File: src/rtl/nbc_pkg.sv
// Package: shared constants and types for the NAND bus controller.
// Assumes byte offsets on the host bus and an 8-bit flash data path.
package nbc_pkg;

    // Host register offsets (byte addresses)
    localparam int OFS_CFG    = 'h00;
    localparam int OFS_CMD    = 'h04;
    localparam int OFS_ADDR   = 'h08;
    localparam int OFS_DATA   = 'h0C;
    localparam int OFS_STATUS = 'h10;
    localparam int OFS_ECC    = 'h14;

    // Configuration bit positions
    localparam int BIT_EN    = 15;
    localparam int BIT_ECC   = 12;
    localparam int BIT_CE    = 11;
    localparam int SETUP_LSB = 8;
    localparam int WIDTH_LSB = 4;
    localparam int HOLD_LSB  = 0;

    // Timing field widths and shared counter width
    localparam int SETUP_W = 2;
    localparam int WIDTH_W = 3;
    localparam int HOLD_W  = 3;
    localparam int CNT_W   = (SETUP_W > WIDTH_W) ?
                             ((SETUP_W > HOLD_W) ? SETUP_W : HOLD_W) :
                             ((WIDTH_W > HOLD_W) ? WIDTH_W : HOLD_W);

    typedef enum logic [1:0] {
        PH_IDLE,
        PH_SETUP,
        PH_ACTIVE,
        PH_HOLD
    } nbc_phase_e;

    typedef enum logic [1:0] {
        CYC_CMD,
        CYC_ADDR,
        CYC_WDATA,
        CYC_RDATA
    } nbc_cycle_e;

    typedef struct packed {
        logic               en;
        logic               ce_n;
        logic [SETUP_W-1:0] setup;
        logic [WIDTH_W-1:0] width;
        logic [HOLD_W-1:0]  hold;
    } nbc_cfg_t;

endpackage

File: src/rtl/nbc_cfg_reg.sv
// Module: configuration register with a self-clearing ECC restart bit.
// Assumes DATA_W > 16; wr_en is a single-cycle qualified write strobe.
module nbc_cfg_reg
    import nbc_pkg::*;
#(
    parameter int DATA_W = 32
) (
    input  logic              clk,
    input  logic              rst_n,
    input  logic              wr_en,
    input  logic [DATA_W-1:0] wdata,
    output nbc_cfg_t          cfg,
    output logic              ecc_restart,
    output logic [DATA_W-1:0] cfg_rdata
);

    logic unused_wbits;
    assign unused_wbits = ^{wdata[DATA_W-1:BIT_EN+1], wdata[BIT_EN-1:BIT_ECC+1],
                            wdata[BIT_CE-1:SETUP_LSB+SETUP_W],
                            wdata[SETUP_LSB-1:WIDTH_LSB+WIDTH_W],
                            wdata[WIDTH_LSB-1:HOLD_LSB+HOLD_W]};

    // Store the fields on a write; reset to disabled with the chip deselected
    always_ff @(posedge clk) begin
        if (!rst_n) begin
            cfg.en    <= 1'b0;
            cfg.ce_n  <= 1'b1;
            cfg.setup <= '0;
            cfg.width <= '0;
            cfg.hold  <= '0;
        end else if (wr_en) begin
            cfg.en    <= wdata[BIT_EN];
            cfg.ce_n  <= wdata[BIT_CE];
            cfg.setup <= wdata[SETUP_LSB +: SETUP_W];
            cfg.width <= wdata[WIDTH_LSB +: WIDTH_W];
            cfg.hold  <= wdata[HOLD_LSB +: HOLD_W];
        end
    end

    // Turn a written restart bit into a single-clock pulse
    always_ff @(posedge clk) begin
        if (!rst_n) ecc_restart <= 1'b0;
        else        ecc_restart <= wr_en && wdata[BIT_ECC];
    end

    // Assemble the readback word; the restart bit always reads 0
    always_comb begin
        cfg_rdata                        = '0;
        cfg_rdata[BIT_EN]                = cfg.en;
        cfg_rdata[BIT_CE]                = cfg.ce_n;
        cfg_rdata[SETUP_LSB +: SETUP_W]  = cfg.setup;
        cfg_rdata[WIDTH_LSB +: WIDTH_W]  = cfg.width;
        cfg_rdata[HOLD_LSB +: HOLD_W]    = cfg.hold;
    end

endmodule

File: src/rtl/nbc_strobe_fsm.sv
// Module: three-phase flash bus cycle engine (setup, strobe active, hold).
// Assumes launch is only raised while idle and enabled; a cleared enable
// aborts the cycle at the next edge and gates all pins at once.
module nbc_strobe_fsm
    import nbc_pkg::*;
#(
    parameter int FLASH_W = 8
) (
    input  logic               clk,
    input  logic               rst_n,
    input  nbc_cfg_t           cfg,
    input  logic               launch,
    input  nbc_cycle_e         launch_kind,
    input  logic [FLASH_W-1:0] launch_byte,
    input  logic [FLASH_W-1:0] fl_dq_in,
    output logic               busy,
    output logic               last_clk,
    output nbc_cycle_e         kind,
    output logic               fl_cle,
    output logic               fl_ale,
    output logic               fl_we_n,
    output logic               fl_re_n,
    output logic [FLASH_W-1:0] fl_dq_out,
    output logic               fl_dq_oe,
    output logic [FLASH_W-1:0] rd_byte
);

    nbc_phase_e         phase;
    logic [CNT_W-1:0]   cnt;
    logic [FLASH_W-1:0] byte_q;
    logic               in_cycle;
    logic               in_active;

    // Advance through the phases, reloading the counter at each phase entry
    always_ff @(posedge clk) begin
        if (!rst_n) begin
            phase   <= PH_IDLE;
            cnt     <= '0;
            kind    <= CYC_CMD;
            byte_q  <= '0;
            rd_byte <= '0;
        end else if (!cfg.en) begin
            phase <= PH_IDLE;
        end else begin
            unique case (phase)
                PH_IDLE: begin
                    if (launch) begin
                        phase  <= PH_SETUP;
                        cnt    <= CNT_W'(cfg.setup);
                        kind   <= launch_kind;
                        byte_q <= launch_byte;
                    end
                end
                PH_SETUP: begin
                    if (cnt == '0) begin
                        phase <= PH_ACTIVE;
                        cnt   <= CNT_W'(cfg.width);
                    end else begin
                        cnt <= cnt - 1'b1;
                    end
                end
                PH_ACTIVE: begin
                    if (cnt == '0) begin
                        phase <= PH_HOLD;
                        cnt   <= CNT_W'(cfg.hold);
                        if (kind == CYC_RDATA) rd_byte <= fl_dq_in;
                    end else begin
                        cnt <= cnt - 1'b1;
                    end
                end
                PH_HOLD: begin
                    if (cnt == '0) phase <= PH_IDLE;
                    else           cnt   <= cnt - 1'b1;
                end
                default: phase <= PH_IDLE;
            endcase
        end
    end

    // Drive the flash pins from the phase, gated by the enable
    always_comb begin
        in_cycle  = cfg.en && (phase != PH_IDLE);
        in_active = cfg.en && (phase == PH_ACTIVE);
        fl_cle    = in_cycle && (kind == CYC_CMD);
        fl_ale    = in_cycle && (kind == CYC_ADDR);
        fl_we_n   = !(in_active && (kind != CYC_RDATA));
        fl_re_n   = !(in_active && (kind == CYC_RDATA));
        fl_dq_oe  = in_cycle && (kind != CYC_RDATA);
        fl_dq_out = byte_q;
        busy      = (phase != PH_IDLE);
        last_clk  = (phase == PH_HOLD) && (cnt == '0);
    end

endmodule

File: src/rtl/nand_bus_ctrl.sv
// Module: top of the NAND flash bus controller: host decode, stall logic
// and readback mux around the configuration register and cycle engine.
// Assumes the host holds bus_sel and its fields stable until bus_ready.
module nand_bus_ctrl
    import nbc_pkg::*;
#(
    parameter int ADDR_W  = 5,
    parameter int DATA_W  = 32,
    parameter int FLASH_W = 8,
    parameter int ECC_W   = 24
) (
    input  logic               clk,
    input  logic               rst_n,
    input  logic               bus_sel,
    input  logic               bus_wr,
    input  logic [ADDR_W-1:0]  bus_addr,
    input  logic [DATA_W-1:0]  bus_wdata,
    output logic [DATA_W-1:0]  bus_rdata,
    output logic               bus_ready,
    output logic               fl_ce_n,
    output logic               fl_cle,
    output logic               fl_ale,
    output logic               fl_we_n,
    output logic               fl_re_n,
    output logic [FLASH_W-1:0] fl_dq_out,
    output logic               fl_dq_oe,
    input  logic [FLASH_W-1:0] fl_dq_in,
    input  logic               fl_rdy,
    input  logic [ECC_W-1:0]   ecc_value,
    output logic               ecc_restart
);

    nbc_cfg_t           cfg_q;
    logic [DATA_W-1:0]  cfg_rdata;
    logic               hit_cfg, hit_cmd, hit_addr, hit_data, hit_stat, hit_ecc;
    logic               cfg_wr;
    logic               xfer_req;
    logic               launch;
    nbc_cycle_e         launch_kind;
    logic               busy;
    logic               last_clk;
    nbc_cycle_e         kind;
    logic [FLASH_W-1:0] rd_byte;

    // Decode the offset into location hits
    always_comb begin
        hit_cfg  = (bus_addr == ADDR_W'(OFS_CFG));
        hit_cmd  = (bus_addr == ADDR_W'(OFS_CMD));
        hit_addr = (bus_addr == ADDR_W'(OFS_ADDR));
        hit_data = (bus_addr == ADDR_W'(OFS_DATA));
        hit_stat = (bus_addr == ADDR_W'(OFS_STATUS));
        hit_ecc  = (bus_addr == ADDR_W'(OFS_ECC));
    end

    // Classify the access and decide whether a bus cycle starts now
    always_comb begin
        cfg_wr   = bus_sel && bus_wr && hit_cfg;
        xfer_req = bus_sel && ((bus_wr && (hit_cmd || hit_addr || hit_data)) ||
                               (!bus_wr && hit_data));
        launch   = cfg_q.en && xfer_req && !busy;
        if (hit_cmd)       launch_kind = CYC_CMD;
        else if (hit_addr) launch_kind = CYC_ADDR;
        else if (bus_wr)   launch_kind = CYC_WDATA;
        else               launch_kind = CYC_RDATA;
    end

    // Stall transfers until the engine can take them or the read completes
    always_comb begin
        if (!cfg_q.en || !xfer_req) bus_ready = 1'b1;
        else if (bus_wr)            bus_ready = !busy;
        else                        bus_ready = last_clk && (kind == CYC_RDATA);
    end

    // Select the read data for the addressed location
    always_comb begin
        bus_rdata = '0;
        if (hit_cfg)       bus_rdata = cfg_rdata;
        else if (hit_data) bus_rdata = cfg_q.en ? DATA_W'(rd_byte) : '0;
        else if (hit_stat) bus_rdata = DATA_W'(fl_rdy);
        else if (hit_ecc)  bus_rdata = DATA_W'(ecc_value);
    end

    assign fl_ce_n = cfg_q.ce_n;

    nbc_cfg_reg #(
        .DATA_W (DATA_W)
    ) i_cfg (
        .clk         (clk),
        .rst_n       (rst_n),
        .wr_en       (cfg_wr),
        .wdata       (bus_wdata),
        .cfg         (cfg_q),
        .ecc_restart (ecc_restart),
        .cfg_rdata   (cfg_rdata)
    );

    nbc_strobe_fsm #(
        .FLASH_W (FLASH_W)
    ) i_fsm (
        .clk         (clk),
        .rst_n       (rst_n),
        .cfg         (cfg_q),
        .launch      (launch),
        .launch_kind (launch_kind),
        .launch_byte (bus_wdata[FLASH_W-1:0]),
        .fl_dq_in    (fl_dq_in),
        .busy        (busy),
        .last_clk    (last_clk),
        .kind        (kind),
        .fl_cle      (fl_cle),
        .fl_ale      (fl_ale),
        .fl_we_n     (fl_we_n),
        .fl_re_n     (fl_re_n),
        .fl_dq_out   (fl_dq_out),
        .fl_dq_oe    (fl_dq_oe),
        .rd_byte     (rd_byte)
    );

endmodule

File: config.mk
export PLATFORM = sky130hd
export DESIGN_NAME = nand_bus_ctrl
export DESIGN_NICKNAME = d
export VERILOG_FILES = /design/src/rtl/nbc_pkg.sv /design/src/rtl/nbc_cfg_reg.sv /design/src/rtl/nbc_strobe_fsm.sv /design/src/rtl/nand_bus_ctrl.sv
export SDC_FILE = /design/constraint.sdc
export NUM_CORES = 1
export LEC_CHECK = 0
export CORE_AREA = 2 2 85 87
export DETAILED_ROUTE_END_ITERATION = 7
export DIE_AREA = 0 0 87 89
export DONT_BUFFER_PORTS = 1
export GPL_TIMING_DRIVEN = 0
export PLACE_DENSITY = 0.46
export SETUP_SLACK_MARGIN = 0.3
export SLEW_MARGIN = 20
export SYNTH_ARGS = -nofsm -noshare
export SYNTH_HDL_FRONTEND = slang
export SYNTH_SLANG_ARGS = --single-unit
File: constraint.sdc
create_clock -name clk -period 1.5 [get_ports clk]
set_input_delay 0.075 -clock clk [delete_from_list [all_inputs] [get_ports clk]]
set_output_delay 0.075 -clock clk [all_outputs]
set_load 0.005 [all_outputs]
==> After elaboration in Yosys (flattened, before gate mapping) <==
Cells that the tools add are included.
{ "classes": {"bitwise": 0, "mul": 0, "eq_ne": 16, "reduce_logical": 37, "shift": 0, "add_sub_neg": 1, "n_lt_le_gt_ge": 0, "muxes": 20, "div": 0} }
{ "op_table": {"columns": ["cell", "n"], "rows": [
  ["$mux 24", 4],
  ["$logic_and 1x1->1", 17],
  ["$mux 2", 6],
  ["$mux 3", 4],
  ["$pmux 3 s4", 1],
  ["$eq 5x4->1 const B", 2],
  ["$eq 5x5->1 const B", 2],
  ["$mux 8", 1],
  ["$ne 2x1->1 const B", 4],
  ["$pmux 2 s4", 1],
  ["$reduce_and 4->1", 2],
  ["$eq 2x2->1 const B", 3],
  ["$logic_not 1->1", 6],
  ["$reduce_and 3->1", 2],
  ["$eq 5x3->1 const B", 1],
  ["$logic_not 5->1", 1],
  ["$eq 2x1->1 const B", 2],
  ["$logic_not 2->1", 2],
  ["$logic_or 1x1->1", 4],
  ["$ne 2x2->1 const B", 2],
  ["$logic_not 3->1", 1],
  ["$mux 1", 3],
  ["$sub 3x1->3 const B", 1],
  ["$reduce_and 2->1", 1],
  ["$reduce_bool 2->1", 1]
]} }
{ "totals": {"wordCells": 85, "in_bits": 74, "out_inout_bits": 48, "mem_bits_ro": 0, "latchBits": 0, "mem_bits_rw": 0, "n_memories": 0, "regBits": 34} }

==> Longest topological paths before layout <==
Gate-level depths: netlist (run 1).
{ "depth": {"depth_word": 10, "mapped_depth": 8, "ltp_nobuf": 7} }

==> Hierarchy <==
A second synthesis (run 1) with hierarchy kept.
{ "unflattened": {"cells_unflattened": 271, "hier_area_um2": 2408.6} }
{ "by_module_without_submodules": {"columns": ["module", "n_inst", "seq_area_each_um2", "area_each_um2", "cells_per_inst"], "rows": [
  ["nbc_strobe_fsm", 1, 460.4, 1168.6, 127],
  ["nbc_cfg_reg", 1, 220.2, 646.9, 67],
  ["nand_bus_ctrl", 1, 0.0, 593.1, 77]
]} }

==> Least setup slack after synthesis (run 1) <==
Ideal clock, no wire load.
{ "synth_path": {"path_kind": "flip-flop to flip-flop", "startpoint": "register i_fsm.phase[0]", "endpoint": "register i_fsm.rd_byte[0]", "synth_period_minus_slack_ns": 1.630, "setup_ns": 0.116, "path_slack_ns": -0.130, "path_buffers": 1, "arrival_time_ns": 1.514, "stages_incl_launch_ff": 8, "t_required_ns": 1.384, "cell_sequence": "dfxtp_1 inv_1 ha_1 clkbuf_1 nand2_1 nor3_4 mux2i_1 nor2b_1"} }
{ "synth_via": {"elab_chain_cells": 2} }
{ "synth_lines": {"columns": ["element", "line", "text"], "rows": [
  ["start: declaration", "nbc_strobe_fsm.sv:28", "nbc_phase_e phase;"],
  ["start signal: assignment", "nbc_strobe_fsm.sv:37", "phase <= PH_IDLE;"],
  ["start signal: assignment", "nbc_strobe_fsm.sv:43", "phase <= PH_IDLE;"],
  ["start signal: assignment", "nbc_strobe_fsm.sv:48", "phase <= PH_SETUP;"],
  ["$eq 2x2->1", "nbc_strobe_fsm.sv:45", "unique case (phase)"],
  ["$reduce_and 4->1 (no source line)", null, null],
  ["end signal: assignment", "nbc_strobe_fsm.sv:66", "if (kind == CYC_RDATA) rd_byte <= fl_dq_in;"],
  ["end: declaration", "nbc_strobe_fsm.sv:25", "output logic [FLASH_W-1:0] rd_byte"]
]} }
No other way between the ends.
A chain may end at the register's enable or synchronous reset.

==> Worst setup path after layout (run 1) <==
{ "layout_path": {"startpoint": "register i_fsm.cnt[0]", "endpoint": "output port bus_ready"} }
{ "layout_via": {"elab_chain_cells": 5} }
{ "layout_lines": {"columns": ["element", "line", "text"], "rows": [
  ["start: declaration", "nbc_strobe_fsm.sv:29", "logic [CNT_W-1:0] cnt;"],
  ["start signal: assignment", "nbc_strobe_fsm.sv:49", "cnt <= CNT_W'(cfg.setup);"],
  ["start signal: assignment", "nbc_strobe_fsm.sv:57", "cnt <= CNT_W'(cfg.width);"],
  ["start signal: assignment", "nbc_strobe_fsm.sv:59", "cnt <= cnt - 1'b1;"],
  ["$logic_not 3->1", "nbc_strobe_fsm.sv:91", "last_clk = (phase == PH_HOLD) && (cnt == '0);"],
  ["$logic_and 1x1->1", "nbc_strobe_fsm.sv:91", null],
  ["$logic_and 1x1->1", "nand_bus_ctrl.sv:71", "else bus_ready = last_clk && (kind == CYC_RDATA);"],
  ["$mux 1", "nand_bus_ctrl.sv:70", "else if (bus_wr) bus_ready = !busy;"],
  ["$mux 1", "nand_bus_ctrl.sv:69", "if (!cfg_q.en || !xfer_req) bus_ready = 1'b1;"],
  ["end: declaration", "nand_bus_ctrl.sv:19", "output logic bus_ready,"]
]} }
No other way between the ends.

==> reports/qor.csv, run 1 <==
stage,metric,value,unit
run_status,status,finished with violations,
run_status,violations,setup timing,
synth,synthArstFlopShare,0,
timing,drv_slew,0,
detailed_routing,routedWlPerCell,16.7,um
timing,max_freq,0.610,GHz
synth,ys_types,40,
synth,ys.flop_type,dfxtp_1,
floorplan,rows,30,
worst_setup_path,crit_chain,"inv_2, ha_4, nand2b_4, buf_8, or3_4, o2111ai_4",
detailed_routing,via_count,1874,
synth,synth_edf_count,0,
timing,holdWs,25.1,ps
worst_setup_path,reg2reg_depth,9,
grt,grt_max_degree,11,
layout,synthToLayoutAreaGrowth,50.4,%
min_path,hold_path_depth,3,
worst_setup_path,reg2reg_slack,-70,ps
pwr,powerDensity,640,mW/mm2
synth,avgSynthCellArea,8.80,um2
detailed_routing,dr.pass1.iters,4,
placed_design,port_buffers,0,
worst_setup_path,r2r-start,i_fsm.cnt[0],
synth,synth_seq_cells,34,
synth,netlist_top_cells_count,"34 x dfxtp_1, 27 x mux2i_1, 27 x nor2b_1",
synth,synth_top_cell_area_share,0.339,
clocking,cts.clk_slew.worst_paths,80,ps
timing,setup-violations-final,11,
timing,fin_crit,1640,ps
grt,grt_pass1_wl,9.01,mm
clocking,clk_latency,290,ps
worst_setup_path,cp_slowest_cell,dfxtp_2,
layout,nFillCells,665,
min_path,hp-class,input port to flop,
layout,drive_gt1_frac,0.313,
worst_setup_path,critPathKind,flop to primary output,
clocking,cts_tree,built,
clocking,htreeDepth,2,
detailed_routing,drtIter0Drc,120,
job,maxCapViolations,0,
grt,grt_usage,0.154,
layout,final_util,0.449,
min_path,hold_end,i_fsm.kind[0],
floorplan,die_area,0.00774,mm2
timing,grt_setup_unrepaired,true,
timing,hold_violations,0,
floorplan,start_util,0.299,
placed_design,hpwl,4.31,mm
placed_design,preCtsSetupSlack,-248,ps
detailed_routing,avgViaCountPerCell,5.05,
timing,clock_skew,8.92,ps
worst_setup_path,startpoint_type,flop,
grt,antenna_found_initial,0,
detailed_routing,wirelength,6.20,mm
worst_setup_path,cp_max_fo,2,
worst_setup_path,r2r-end,i_fsm.rd_byte[7],
synth,yosys_warnings,0,
detailed_routing,antenna_left,0,
clocking,cts_inserted_buffers,5,
floorplan,core-area,0.00672,mm2
worst_setup_path,cp_top_family,simple AND/OR/NAND/NOR gates,
worst_setup_path,crit_required,1420,ps
layout,nets,371,
detailed_routing,remaining_drc_errors,0,
synth,synth_most_common_cell,dfxtp_1,
synth,mappedNetlistArea,0.00201,mm2
worst_setup_path,worstPathArrival,1560,ps
timing,finalSetupTns,-453,ps
layout,antenna_cells,0,
clocking,clock_sinks,34,
synth,synthTopCellsByArea,"dfxtp_1 34%, mux2i_1 13%, nor2b_1 8.4%",
grt,grt_pass1_vias,1761,
worst_setup_path,cp-end-kind,primary output,
min_path,worstHoldStart,bus_wr,
clocking,max-clock-path-buffers,2,
synth,yosysTopAreaCell,dfxtp_1,
pwr,vdd.ir_drop.worst,0.351,mV
floorplan,die_width,87,um
clocking,root_buffer,clkbuf_8,
grt,grt_overflow,0,
floorplan,dieHeight,89,um
timing,period_share,1.09,
synth,yosysSeqAreaShare,0.339,
worst_setup_path,crit_buf_inv,2,
timing,fin_ws,-139,ps
worst_setup_path,slowest_delay,330,ps
floorplan,ios,122,
pwr,leakage,1.20,nW
placed_design,gp_congestion,0.816,
synth,netlist_instances,228,
[kinds of logic (layout without fill, tap and decap cells)]
family          Yosys count  in the layout  synth area share
flops                    34             34             0.339
other cells               1              8           0.00187
xor+xnor                  1              1           0.00436
fa+ha+maj                 7              7            0.0430
buf+inv                  34             90            0.0885
simple gates             82             82             0.242
mux                      27             27             0.135
compound gates           42             42             0.147
[sequential cells by signal (all words and copies together), names as in the netlist]
name,count
i_fsm.fl_dq_out,8
i_fsm.phase,2
i_cfg.ecc_restart,1
i_fsm.kind,2
i_fsm.rd_byte,8
i_fsm.cnt,3
i_cfg.cfg,10
[report_power, final]
group          leakage, nW  internal [mW]  switching [mW]
combinational        0.862         0.0890          0.0602
clock               0.0573          0.532           0.352
sequential           0.278          0.898         0.00136
total                 1.20           1.52           0.414
[stage by stage]
step	total power [mW]	cell area (um2)	instances
floorplan	0.999	2100	235
global placement	1.01	2200	315
detailed placement	1.01	2200	315
CTS	1.95	2870	363
global route	2.00	3020	371
finish	1.93	3020	371
[repair_timing]
item / 4_1_cts / 5_1_grt
resized for setup: 47 / 21
endpoints found under the hold margin: 30 / 0
endpoints found under the setup margin: 53 / 54
hold buffers: 23 / 0
pin swaps: 12 / 10
setup buffers: 18 / 8
[worst max-delay path by stage]
| stage | start | endpoint | depth (start not counted) | slack, ps |
|---|---|---|---|---|
| floorplan | i_fsm.phase[0] | i_fsm.rd_byte[0] | 7 | 0.7 |
| CTS | i_fsm.cnt[1] | bus_ready | 6 | -140 |
| global route | i_fsm.cnt[0] | bus_ready | 6 | -170 |
| detailed placement | i_fsm.cnt[0] | i_fsm.rd_byte[7] | 7 | -250 |
| finish | i_fsm.cnt[0] | bus_ready | 6 | -140 |
| global placement | i_fsm.cnt[0] | i_fsm.rd_byte[7] | 7 | -230 |
[metal layers]
metal	vias to the layer above	GRT usage	part of all wire
met5	-	0	0
met4	0	0.0313	0.0024
met3	2	0.0480	0.068
met1	881	0.193	0.44
met2	81	0.262	0.49
li1	910	-	-
[layout by cell type, fill, tap and decap left out, types with 3 or more instances in the layout]
master         instances
a21oi_1                5
a21oi_2                3
a222oi_1               5
a22o_1                 6
and2_1                13
buf_12                 4
buf_4                 23
buf_6                  8
buf_8                  6
clkbuf_1               3
clkbuf_8               6
conb_1                 8
dfxtp_1               28
dfxtp_2                3
dfxtp_4                3
dlygate4sd3_1         23
ha_4                   4
inv_1                  8
mux2i_1               26
nand2_1                6
nand3_1                4
nor2_1                 5
nor2b_1               27
nor3_1                 3
nor3_4                 3
o21ai_0                4
o21ai_1                6
[worst min-delay path: cells and delay by family]
kind | cells | cell delay, ps
and+or+nand+nor | 1 | 80
AOI/OAI and AO/OA | 2 | 120
[cell type report]
cell class	count	area, um2	area share
Timing Repair Buffer	49	509	0.169
Clock inverter	1	30.0	0.00995
Clock buffer	6	82.6	0.0274
Inverter	12	50.0	0.0166
Multi-Input combinational cell	167	1360	0.451
Tap cell	80	100	0.0332
Sequential cell	34	696	0.231
Buffer	22	188	0.0622
(Power assumes the default switching activity.)
==> inputs of run 2 (changes only) <==
GPL_TIMING_DRIVEN = 1   (was 0)
PLACE_DENSITY = 0.41   (was 0.46)
==> run 2 against run 1 <==
The run still ends with setup timing left. Critical path type unchanged. Count of clock-buffer cells in the layout fell by 1. Non-clock buffer count down 18. Utilization down 2.3 points. Setup slack improved by 78 ps. Critical path depth down 2. Sequential share of layout area rose by 1.2 points.
==> reports/qor.csv, run 2 (same netlist as run 1, synthesis figures left out) <==
stage,metric,value,unit
timing,fin_ws,-61.0,ps
pwr,switchingPower,0.422,mW
layout,final_common_cell,dfxtp_1,
worst_setup_path,slowest_delay,410,ps
placed_design,hpwl,4.08,mm
floorplan,start_util,0.299,
timing,fin_crit,1560,ps
detailed_routing,drtIter0Drc,74,
layout,largest_reg_flops,10,
pwr,vdd.ir_drop.worst,0.498,mV
pwr,comb_power_share,0.066,
placed_design,port_buffers,0,
detailed_routing,wirelength,5.84,mm
timing,drv_slew,0,
worst_setup_path,crit_buf_inv,1,
layout,final_cell_mix,"28 x dfxtp_1, 27 x mux2i_1, 26 x nor2b_1, 22 x dlygate4sd3_1, 22 x buf_4",
timing,max_freq,0.641,GHz
floorplan,die_area,0.00774,mm2
layout,stdcell_area,0.00286,mm2
clocking,max-clock-path-buffers,2,
clocking,cts.clk_slew.worst_paths,80,ps
grt,grt_max_degree,35,
placed_design,placed_cells,313,
detailed_routing,dr.pass1.iters,7,
layout,antenna_cells,0,
worst_setup_path,reg2reg_slack,0,ps
detailed_routing,routedWlPerCell,16.4,um
timing,worst_slew_pin_slew,547,ps
min_path,hp-class,input port to flop,
layout,nets,354,
layout,largest-register,i_cfg.cfg,
worst_setup_path,crit_chain,"ha_4, inv_4, or3_4, o2111ai_4",
clocking,htreeDepth,2,
layout,stdcell_count,355,
timing,hold_violations,0,
pwr,sw_frac_of_total,0.224,
pwr,p_seq_frac,0.476,
detailed_routing,avgViaCountPerCell,5.09,
grt,grt_pass1_wl,8.45,mm
worst_setup_path,worstPathArrival,1490,ps
grt,grt_usage,0.143,
run_status,status,finished with violations,
clocking,root_buffer,clkbuf_8,
clocking,clk_latency,290,ps
worst_setup_path,crit_required,1420,ps
detailed_routing,remaining_drc_errors,0,
placed_design,postPlaceCellArea,0.00220,mm2
floorplan,die_width,87,um
job,maxCapViolations,0,
grt,grt_overflow,0,
pwr,powerDensity,659,mW/mm2
run_status,violations,setup timing,
placed_design,gp_congestion,0.805,
floorplan,rows,30,
pwr,internal-power,1.46,mW
worst_setup_path,cp-end-kind,primary output,
layout,synthToLayoutAreaGrowth,42.6,%
pwr,leakage,1.11,nW
timing,relSlewSlack,0.635,
floorplan,core-area,0.00672,mm2
timing,period_share,1.04,
worst_setup_path,critPathKind,flop to primary output,
layout,drive_gt1_frac,0.302,
layout,nFillCells,682,
grt,antenna_found_initial,0,
detailed_routing,antenna_left,0,
worst_setup_path,cp_slowest_cell,dfxtp_4,
timing,setup-violations-final,2,
detailed_routing,via_count,1808,
worst_setup_path,cp_max_fo,4,
floorplan,ios,122,
grt,grt_pass1_vias,1689,
clocking,cts_inserted_buffers,5,
clocking,cts_tree,built,
worst_setup_path,cp_top_family,flip-flops,
timing,grt_setup_unrepaired,true,
clocking,clock_sinks,34,
floorplan,dieHeight,89,um
worst_setup_path,startpoint_type,flop,
pwr,power_frac_clock,0.457,
timing,clock_skew,7.57,ps
## run 2: final cells by class
class                   count  area (um2)  share of cell area
clock inverters             3        45.0              0.0157
flip-flops and latches     34         696               0.243
inverters                  12        50.0              0.0175
repair buffers             53         505               0.177
clock buffers               5        68.8              0.0240
multi-input cells         168        1400               0.488
well taps                  80         100              0.0350
## run 2: path summary, 6_finish.rpt
check,from,endpoint,depth (start not counted)
worst max register to register,i_fsm.phase[0],i_fsm.cnt[2],8
worst max-delay path,i_fsm.phase[0],bus_ready,4
worst min register to register,i_fsm.rd_byte[5],i_fsm.rd_byte[5],2
worst min-delay path,bus_addr[2],i_fsm.kind[0],3
## run 2: timing repair
| item | 4_1_cts | 5_1_grt |
|---|---|---|
| cloned | 0 | 1 |
| setup buffers | 5 | 5 |
| hold endpoints to repair | 34 | 0 |
| hold buffers | 23 | 0 |
| setup endpoints to repair | 37 | 53 |
| gates resized for setup | 34 | 26 |
| pin swaps | 8 | 13 |
## run 2: power groups by stage
| stage | combinational [mW] | clock (mW) | sequential (mW) |
|---|---|---|---|
| 3_5_place_dp | 0.0569 | 0 | 0.926 |
| 5_1_grt | 0.137 | 0.933 | 0.899 |
| 3_3_place_gp | 0.0575 | 0 | 0.926 |
| 2_1_floorplan | 0.0744 | 0 | 0.925 |
| 6_report | 0.125 | 0.863 | 0.899 |
| 4_1_cts | 0.126 | 0.899 | 0.899 |
## run 2: worst reg2reg max path, stage by stage (launching register included)
cell and delay (ps):
dfxtp_4 410, inv_4 60, ha_4 200, nor3_4 200, buf_4 140, a21o_1 70, o22ai_1 60, o2bb2ai_1 130
and2_1 150
## run 2: metrics by stage
stage               setup slack [ps]   util  hold WS (ps)  TNS, ps  total power, mW
floorplan                      0.740      -           203        0            0.999
global placement               -77.9  0.328           146     -241            0.983
detailed placement             -74.9  0.328           155     -378            0.983
CTS                            -66.5  0.404          25.9     -482             1.92
global route                    -111  0.426          50.8     -663             1.97
finish                         -61.0  0.426          28.8    -83.1             1.89
## run 2: metal layers
layer  routed length [um]  up-vias  part of all wire  GRT usage
met5                    0        -                 0          0
met4                   57        0            0.0098     0.0568
met3                  397        7             0.068     0.0416
met2                 2790       78              0.48      0.241
met1                 2590      845              0.44      0.170
li1                     -      878                 -          -
==> inputs of run 3 (changes only) <==
CORE_AREA = 2 2 78 95   (was 2 2 85 87)
CTS_CLUSTER_DIAMETER = 200   (was default)
DIE_AREA = 0 0 80 97   (was 0 0 87 89)
PLACE_DENSITY = 0.4   (was 0.41)
==> run 3 against run 2 <==
The flow finishes with violations (hold timing, setup timing). Routed wire length down 4.7%. Combinational power about the same. First-iteration DRC count down 14%. Maximum frequency up 2.7%. Via count down 3.5%. Setup slack better by 42 ps. Hold slack worse by 55 ps. Count of clock-buffer cells in the layout up 2. Register-to-register slack worse by 20 ps. Critical path type unchanged. Largest power group unchanged.
==> reports/qor.csv, run 3 (same netlist as run 1, synthesis figures left out) <==
stage,metric,value,unit
detailed_routing,routedWlPerCell,15.5,um
placed_design,gp_congestion,0.710,
timing,clock_skew,5.04,ps
min_path,hold_end,i_fsm.rd_byte[5],
clocking,cts_tree,built,
pwr,leakage,1.07,nW
clocking,max-clock-path-buffers,2,
grt,grt_pass1_wl,8.58,mm
worst_setup_path,cp-end-kind,primary output,
timing,drv_slew,0,
grt,antenna_found_initial,0,
floorplan,rows,33,
job,maxCapViolations,0,
timing,grt_setup_unrepaired,true,
grt,grt_usage,0.142,
layout,final_cell_mix,"28 x dfxtp_1, 27 x nor2b_1, 27 x mux2i_1, 21 x dlygate4sd3_1, 21 x buf_4",
detailed_routing,via_count,1744,
worst_setup_path,crit_buf_inv,1,
placed_design,placed_cells,319,
layout,nets,351,
placed_design,hpwl,4.10,mm
worst_setup_path,slowest_delay,380,ps
floorplan,dieHeight,97,um
timing,period_share,1.01,
timing,fin_ws,-19.5,ps
worst_setup_path,cp-startpoint,i_fsm.phase[0],
clocking,htreeDepth,2,
detailed_routing,wirelength,5.56,mm
placed_design,port_buffers,0,
grt,grt_overflow,0,
timing,hold_violations,1,
layout,synthToLayoutAreaGrowth,40.0,%
worst_setup_path,cp_top_family,flip-flops,
min_path,hp-class,input port to flop,
worst_setup_path,r2r-start,i_fsm.phase[1],
timing,setup-violations-final,2,
grt,grt_pass1_vias,1637,
worst_setup_path,worstPathArrival,1440,ps
worst_setup_path,crit_required,1420,ps
min_path,worstHoldStart,fl_dq_in[5],
clocking,cts_inserted_buffers,5,
clocking,clk_latency,290,ps
pwr,powerDensity,622,mW/mm2
detailed_routing,dr.pass1.iters,4,
layout,largest-register,i_cfg.cfg,
layout,drive_gt1_frac,0.301,
run_status,status,finished with violations,
detailed_routing,avgViaCountPerCell,4.86,
layout,stdcell_count,359,
detailed_routing,drtIter0Drc,64,
worst_setup_path,cp_slowest_cell,dfxtp_4,
worst_setup_path,reg2reg_depth,8,
placed_design,preCtsSetupSlack,-58.1,ps
detailed_routing,remaining_drc_errors,0,
min_path,hold_path_depth,2,
run_status,violations,"hold timing, setup timing",
timing,max_freq,0.658,GHz
detailed_routing,antenna_left,0,
layout,final_common_cell,dfxtp_1,
worst_setup_path,r2r-end,i_fsm.cnt[2],
grt,grt_max_degree,35,
clocking,root_buffer,clkbuf_8,
worst_setup_path,crit_chain,"ha_4, inv_4, or3_4, o2111ai_4",
pwr,vdd.ir_drop.worst,0.490,mV
timing,fin_crit,1520,ps
timing,holdWs,-25.9,ps
worst_setup_path,critPathKind,flop to primary output,
floorplan,ios,122,
worst_setup_path,cp_max_fo,4,
clocking,cts.clk_slew.worst_paths,70,ps
worst_setup_path,reg2reg_slack,-20,ps
worst_setup_path,startpoint_type,flop,
layout,antenna_cells,0,
layout,nFillCells,702,
floorplan,die_area,0.00776,mm2
floorplan,start_util,0.296,
floorplan,core-area,0.00677,mm2
clocking,clock_sinks,34,
layout,largest_reg_flops,10,
floorplan,die_width,80,um
## run 3: layer usage
metal / GRT usage / up-vias / part of all wire
li1: - / 870 / -
met1: 0.169 / 829 / 0.43
met2: 0.235 / 39 / 0.51
met3: 0.0550 / 6 / 0.046
met4: 0.0391 / 0 / 0.012
met5: 0 / - / 0
## run 3: how the worst max path moves through the flow
stage                        to  depth (start not counted)
6_report              bus_ready                          4
5_1_grt            i_fsm.cnt[2]                          8
4_1_cts               bus_ready                          4
3_5_place_dp       i_fsm.cnt[2]                          7
3_3_place_gp       i_fsm.cnt[1]                          7
2_1_floorplan  i_fsm.rd_byte[0]                          7
## run 3: timing repair
action,in CTS,in global routing
hold buffers,1,21
gates cloned,0,0
pin swaps,12,12
resized for setup,34,19
setup buffers,4,6
hold endpoints to repair,34,34
endpoints found under the setup margin,37,38
## run 3: cell type report
cell class | count | area [um2] | share of cell area
clock buffers | 7 | 86.3 | 0.0307
flip-flops and latches | 34 | 696 | 0.248
well taps | 87 | 109 | 0.0387
repair buffers | 51 | 499 | 0.178
multi-input cells | 167 | 1370 | 0.487
inverters | 12 | 47.5 | 0.0169
clock inverters | 1 | 5.00 | 0.00178
## run 3: where the power goes
group	switching (mW)	leakage [nW]	internal [mW]	total, mW
Sequential	0.00131	0.278	0.898	0.899
Clock	0.353	0.0482	0.371	0.724
Combinational	0.0504	0.745	0.0749	0.125
Total	0.405	1.07	1.34	1.75
## run 3: stage by stage
step	setup TNS [ps]	power, mW	utilization	hold WS [ps]	cell area (um2)
floorplan	0	0.999	-	203	2100
global placement	-162	0.983	0.327	147	2210
detailed placement	-234	0.983	0.327	150	2210
CTS	-157	1.71	0.365	-152	2470
global route	-508	1.83	0.415	13.1	2810
finish	-36.0	1.75	0.415	-25.9	2810
